### src/rtl/lsel_pkg.sv
`timescale 1ns/1ps
package lsel_pkg;
  typedef enum logic [1:0] {
    LM_HALF = 2'd0,
    LM_FULL = 2'd1,
    LM_DDR  = 2'd2
  } launch_mode_e;

  localparam int GAP_W = 2;
endpackage

### src/rtl/lsel_mode.sv
`timescale 1ns/1ps
module lsel_mode
  import lsel_pkg::*;
(
  input  logic         clk,
  input  logic         rst_n,
  input  logic         cclk_ph,
  input  logic         sig18_en,
  input  logic         ddr_en,
  output launch_mode_e mode_q,
  output launch_mode_e mode_eff
);
  launch_mode_e req;
  launch_mode_e mode_n;
  logic         mode_ce;

  always_comb begin
    if (ddr_en)        req = LM_DDR;
    else if (sig18_en) req = LM_FULL;
    else               req = LM_HALF;
  end

  // the mode may only move at a rising card-clock edge
  assign mode_ce  = cclk_ph;
  assign mode_n   = mode_ce ? req : mode_q;
  assign mode_eff = mode_n;

  always_ff @(posedge clk or negedge rst_n) begin
    if (!rst_n)       mode_q <= LM_HALF;
    else if (mode_ce) mode_q <= mode_n;
  end
endmodule

### src/rtl/lsel_lane.sv
`timescale 1ns/1ps
module lsel_lane
  import lsel_pkg::*;
#(
  parameter int W       = 8,
  parameter bit DDR_CAP = 1'b1
) (
  input  logic         clk,
  input  logic         rst_n,
  input  logic         rise,
  input  launch_mode_e mode,
  input  logic [W-1:0] d_first,
  input  logic [W-1:0] d_second,
  input  logic         oe_in,
  output logic [W-1:0] q,
  output logic         oe_q
);
  localparam logic [GAP_W-1:0] GAP_MAX = {GAP_W{1'b1}};

  logic [W-1:0]     q_n, hold, hold_n;
  logic             oe_n, oe_hold, oe_hold_n;
  logic [GAP_W-1:0] gap, gap_n;
  logic             ddr_now, sdr_edge, fire, hold_ce;

  always_comb begin
    ddr_now  = DDR_CAP && (mode == LM_DDR);
    sdr_edge = (mode == LM_HALF) ? !rise : rise;
    fire     = ddr_now || (sdr_edge && (gap != '0));
    hold_ce  = ddr_now && rise;

    q_n  = q;
    oe_n = oe_q;
    if (fire) begin
      if (ddr_now && !rise) begin
        q_n  = hold;
        oe_n = oe_hold;
      end else begin
        q_n  = d_first;
        oe_n = oe_in;
      end
    end

    hold_n    = hold_ce ? d_second : hold;
    oe_hold_n = hold_ce ? oe_in    : oe_hold;

    if (fire)                gap_n = '0;
    else if (gap == GAP_MAX) gap_n = gap;
    else                     gap_n = gap + 1'b1;
  end

  always_ff @(posedge clk or negedge rst_n) begin
    if (!rst_n) begin
      q       <= '0;
      oe_q    <= 1'b0;
      hold    <= '0;
      oe_hold <= 1'b0;
      gap     <= GAP_MAX;
    end else begin
      q       <= q_n;
      oe_q    <= oe_n;
      hold    <= hold_n;
      oe_hold <= oe_hold_n;
      gap     <= gap_n;
    end
  end
endmodule

### src/rtl/card_launch_sel.sv
`timescale 1ns/1ps
module card_launch_sel
  import lsel_pkg::*;
#(
  parameter int DAT_W = 8
) (
  input  logic             clk,
  input  logic             rst_n,
  input  logic             cclk_ph,
  input  logic             sig18_en,
  input  logic             ddr_en,
  input  logic             cmd_d,
  input  logic             cmd_oe_d,
  input  logic [DAT_W-1:0] dat_d,
  input  logic [DAT_W-1:0] dat_d2,
  input  logic             dat_oe_d,
  output logic             cmd_o,
  output logic             cmd_oe,
  output logic [DAT_W-1:0] dat_o,
  output logic             dat_oe
);
  launch_mode_e mode_q;
  launch_mode_e mode_eff;

  lsel_mode u_mode (
    .clk      (clk),
    .rst_n    (rst_n),
    .cclk_ph  (cclk_ph),
    .sig18_en (sig18_en),
    .ddr_en   (ddr_en),
    .mode_q   (mode_q),
    .mode_eff (mode_eff)
  );

  // command stays single-rate; double rate maps to rising-edge launch
  lsel_lane #(.W(1), .DDR_CAP(1'b0)) u_cmd (
    .clk      (clk),
    .rst_n    (rst_n),
    .rise     (cclk_ph),
    .mode     (mode_eff),
    .d_first  (cmd_d),
    .d_second (cmd_d),
    .oe_in    (cmd_oe_d),
    .q        (cmd_o),
    .oe_q     (cmd_oe)
  );

  lsel_lane #(.W(DAT_W), .DDR_CAP(1'b1)) u_dat (
    .clk      (clk),
    .rst_n    (rst_n),
    .rise     (cclk_ph),
    .mode     (mode_eff),
    .d_first  (dat_d),
    .d_second (dat_d2),
    .oe_in    (dat_oe_d),
    .q        (dat_o),
    .oe_q     (dat_oe)
  );
endmodule

### config.mk
export PLATFORM = sky130hd
export DESIGN_NAME = card_launch_sel
export DESIGN_NICKNAME = d
export VERILOG_FILES = /design/src/rtl/lsel_pkg.sv /design/src/rtl/lsel_mode.sv /design/src/rtl/lsel_lane.sv /design/src/rtl/card_launch_sel.sv
export SDC_FILE = /design/constraint.sdc
export NUM_CORES = 1
export LEC_CHECK = 0
export BUFFER_PORTS_ARGS = -buffer_cell sky130_fd_sc_hd__buf_4
export CAP_MARGIN = 20
export CORE_ASPECT_RATIO = 1.2
export CORE_UTILIZATION = 35
export CTS_CLUSTER_SIZE = 12
export DETAILED_ROUTE_END_ITERATION = 10
export PLACE_DENSITY = 0.62
export SKIP_LAST_GASP = 1
export SLEW_MARGIN = 20
export SYNTH_ARGS = -nofsm -noshare
export SYNTH_HDL_FRONTEND = slang
export SYNTH_SLANG_ARGS = --single-unit
### constraint.sdc
create_clock -name clk -period 5.3 [get_ports clk]
set_input_delay 0.795 -clock clk [delete_from_list [all_inputs] [get_ports clk]]
set_output_delay 0.795 -clock clk [all_outputs]
set_load 0.1 [all_outputs]
# Word-level counts from Yosys, hierarchy flattened
# Index checks and enable logic that the tools add are counted.
[op_classes]
muxes = 10
eq_ne = 5
n_addsub = 2
n_reduce_logical = 9
[ops]
columns = ["op", "n"]
rows = [
  ["$mux W2", 6],
  ["$mux W8", 1],
  ["$eq A2 B2 Y1 const B", 3],
  ["$add A2 B1 Y2 const B", 2],
  ["$logic_and A1 B1 Y1", 4],
  ["$ne A2 B1 Y1 const B", 2],
  ["$reduce_bool A2 Y1", 2],
  ["$mux W1", 3],
  ["$logic_not A2 Y1", 1],
  ["$logic_not A1 Y1", 1],
  ["$logic_or A1 B1 Y1", 1],
]
[word_totals]
wordCells = 35
register_bits = 26
output_inout_bits = 11
in_bits = 24

# Depth between registers and ports, before layout
[depth]
depth_word = 8
ltp_mapped = 7

# Hierarchy
# From an unflattened synthesis, not the netlist that was laid out.
[unflattened]
cells_unflattened = 87
area_unflattened_um2 = 1316.3
[modules_own_cells]
columns = ["mod", "cells_each", "area_each_um2", "n_inst"]
rows = [
  ["lsel_lane (u_dat)", 62, 1006.0, 1],
  ["lsel_lane (u_cmd)", 17, 216.5, 1],
  ["lsel_mode", 8, 93.8, 1],
]

# Worst setup path after synthesis
# OpenSTA, ideal clock, no wires.
[synth_timing]
path_kind = "input -> register"
from = "in cclk_ph"
to = "reg u_dat.oe_q"
path_buffers = 1
arrival_time_ns = 1.822
cell_stages = 5
path_slack_ns = 3.353
path_cell_list = "buf_6 nand2b_4 nor2_4 mux2_2 mux2_2"
[synth_between]
elab_chain_len = 5
word_cells_on_any_way = 9
classes_between = "eq/ne (1); mux (3); reduce/logical (5)"
[synth_lines]
columns = ["item", "line", "rtl"]
rows = [
  ["from (decl)", "card_launch_sel.sv:9", "input logic cclk_ph,"],
  ["$mux W2", "lsel_mode.sv:25", "assign mode_n = mode_ce ? req : mode_q;"],
  ["$logic_not A2 Y1", "lsel_lane.sv:27", "sdr_edge = (mode == LM_HALF) ? !rise : rise;"],
  ["$mux W1", "lsel_lane.sv:27", ""],
  ["$logic_and A1 B1 Y1", "lsel_lane.sv:28", "fire = ddr_now || (sdr_edge && (gap != '0));"],
  ["$logic_or A1 B1 Y1", "lsel_lane.sv:28", ""],
  ["to (signal assigned)", "lsel_lane.sv:60", "oe_q <= oe_n;"],
  ["to (decl)", "lsel_lane.sv:16", "output logic oe_q"],
]
# Parallel ways exist; a longest one is shown, timed or not.
# A chain may end at the register's enable or synchronous reset.

# Final worst setup path
[layout_timing]
from = "in cclk_ph"
to = "reg u_dat.q[7]"
[layout_between]
elab_chain_len = 5
word_cells_on_any_way = 9
classes_between = "eq/ne (1); mux (3); reduce/logical (5)"
[layout_lines]
columns = ["item", "line", "rtl"]
rows = [
  ["$mux W2", "lsel_mode.sv:25", ""],
  ["$logic_not A2 Y1", "lsel_lane.sv:27", ""],
  ["$mux W1", "lsel_lane.sv:27", ""],
  ["$logic_and A1 B1 Y1", "lsel_lane.sv:28", ""],
  ["$logic_or A1 B1 Y1", "lsel_lane.sv:28", ""],
  ["to (signal assigned)", "lsel_lane.sv:59", "q <= q_n;"],
  ["to (decl)", "lsel_lane.sv:15", "output logic [W-1:0] q,"],
]
# Parallel ways exist; a longest one is shown, timed or not.

==> flow_metrics.tcl <==
set metrics [dict create \
    status "finished clean" \
    layout-drive-gt1-share 0.613 \
    fmax_ghz 0.557 \
    crit_path_end_kind "flip-flop" \
    pin_count 35 \
    yosysTopAreaCell "dfrtp_1" \
    syn_area_um2 1230 \
    syn_inst 87 \
    clk_latency_ns 0.26 \
    cpLargestDelayFamily "multiplexers" \
    rsz0062_at_grt "false" \
    clockBufferDepth 2 \
    worstMarginPinSlew_ns 0.478 \
    slowest_stage "mux2_2" \
    crit_type "primary input to flip-flop" \
    synthArstFlopShare 1.00 \
    drc 0 \
    vias 770 \
    n_fill_cell 315 \
    root_buffer "clkbuf_8" \
    antenna_found_initial 0 \
    first_pass_iters 3 \
    min_period_ns 1.80 \
    grt_pass1_vias 861 \
    fin_crit_sh 0.339 \
    postRouteWirelength_um 2170 \
    htreeDepth 1 \
    relSlewSlack 0.681 \
    synth_commonest_cells "mux2_2 (27), dfrtp_1 (22), inv_1 (6)" \
    synth-main-ff-cell "dfrtp_1" \
    n_antenna_cell 0 \
    clkSinkCount 26 \
    cts.clk_slew.worst_paths_ns 0.09 \
    tns_ns 0 \
    viasPerCell 4.78 \
    critPathRequiredTime_ns 5.46 \
    grt_max_degree 27 \
    syn_to_final_growth_pct 29.6 \
    fp.coreArea_um2 3340 \
    grt_use_total 0.134 \
    die_w_um 56.1 \
    drt_iter0_markers 28 \
    final_nets 153 \
    synth_most_common_cell "mux2_2" \
    p_leak_nw 0.743 \
    vdd_drop_max_mv 0.377 \
    finalHoldViolations 0 \
    cpPeakStageDelay_ns 0.37 \
    io_buffers 34 \
    path_buf_inv 1 \
    yosys_warnings 0 \
    die-area_um2 3750 \
    initial_core_util 0.368 \
    finalSetupViolCount 0 \
    post-dp-hpwl_um 1600 \
    placed_area_um2 1520 \
    synth.area.top_cells "dfrtp_1 (45%), mux2_2 (25%), dfstp_2 (8.6%), ha_1 (4.1%), mux2i_1 (2.4%)" \
    post_cts_buffers 0 \
    cts_tree "done" \
    synth_top_area_frac 0.448 \
    gr-total-overflow 0 \
    grt_pass1_wl_um 3790 \
    syn_avg_cell_area_um2 14.1 \
    synth-seq-cells 26 \
    critPathLaunchType "primary input" \
    place.gp.congestion 0.672 \
    drv_slew 0 \
    yosysUniqueCellTypes 19 \
    hold_class "primary input to asynchronous set/reset pin" \
    wl_per_cell_um 13.5 \
    ctsHoldBuffers 0 \
    maxCapViolCount 0 \
    die_h_um 66.9 \
    crit_arrival_ns 1.95 \
    cts-resized-gates 0 \
    cellPowerDensity_nw_per_um2 598 \
    ant_nets 0 \
    synth_nets 115 \
    cts_buffers 3 \
    final_area_um2 1590 \
    rows 23 \
    critPathMaxFanout 9 \
    crit_top_cell "mux2_2" \
    clock_skew_ns 0.00103 \
    yosysSeqAreaShare 0.534 \
    synth-edff-count 0 \
    crit_chain "buf_4, nand2b_4, nor2_4, mux2_2, mux2_2" \
]
-- final timing paths --
kind	slack, ns	from	depth (start not counted)	endpoint
setup / recovery	3.50	cclk_ph	5	u_dat.q[7]
hold reg to reg	0.51	u_dat.hold[4]	1	u_dat.hold[4]
hold / removal	0.42	rst_n	1	u_cmd.oe_q
max in group asynchronous	4.58	rst_n	1	u_dat.gap[0]
setup reg to reg	3.56	u_dat.gap[0]	7	u_dat.q[7]
min in group clk	0.51	u_dat.hold[4]	1	u_dat.hold[4]
-- layer usage --
layer	global-route usage	part of all wire	vias to the layer above
met4	0.0549	0.0037	0
met2	0.251	0.53	26
met3	0.0175	0.048	2
li1	-	-	370
met1	0.151	0.42	372
met5	0	0	-
-- logic make-up after synthesis --
group | after synthesis | share of synthesized area
xor gates and xnor gates | 2 | 0.0143
buffers and inverters | 8 | 0.0316
AOI/OAI and AO/OA | 5 | 0.0295
adders and majority gates | 4 | 0.0407
muxes | 32 | 0.296
DFF | 26 | 0.534
and+or+nand+nor | 10 | 0.0540
-- power breakdown --
| part | internal [W] | switching (W) |
|---|---|---|
| Sequential | 0.000267 | 0.0000370 |
| Combinational | 0.000142 | 0.000345 |
| Clock | 0.000101 | 0.0000605 |
| Total | 0.000510 | 0.000442 |
-- metrics by stage --
step	setup WS [ns]	hold WS, ns	power (W)	util	instances
global route	3.43	0.441	0.00100	0.477	161
floorplan	3.35	0.474	0.000689	-	87
CTS	3.48	0.420	0.000966	0.477	161
finish	3.50	0.423	0.000952	0.477	161
global placement	3.21	0.482	0.000788	0.456	157
detailed placement	3.18	0.491	0.000800	0.456	157
-- state kept, by name, indices dropped and copies added (netlist names) --
register,count
u_dat.hold,8
u_dat.q,8
u_cmd.gap,2
u_dat.gap,2
u_mode.mode_q,2
u_cmd.oe_q,1
u_cmd.q,1
u_dat.oe_hold,1
u_dat.oe_q,1
-- placed cells by master, fill, tap and decap left out --
master	instances
inv_1	6
a21oi_4	1
nand2b_4	1
mux2_2	27
mux2i_1	3
ha_1	4
bufinv_16	1
clkbuf_8	3
mux2_4	2
a21oi_1	1
dfstp_2	4
nor2_4	1
nand3b_1	1
buf_4	35
nor2_1	4
nand2_1	2
or3_4	1
dfrtp_1	22
o21ai_0	3
xor2_1	2
-- worst reg2reg max path, stage by stage (launching register included) --
cell and delay, ns:
dfstp_2 0.56, inv_1 0.05, ha_1 0.18, inv_1 0.06, o21ai_0 0.08, mux2i_1 0.13, buf_4 0.22, mux2_2 0.35
-- area by class of cell --
cell class | instances | area, µm² | area share
sequential | 26 | 656 | 0.412
timing repair buffer | 35 | 263 | 0.165
multi-input combinational | 53 | 534 | 0.335
tap | 37 | 46.3 | 0.0291
clock inverter | 1 | 30.0 | 0.0189
inverter | 6 | 22.5 | 0.0141
clock buffer | 3 | 41.3 | 0.0259
Power figures use the tool's default switching activity.
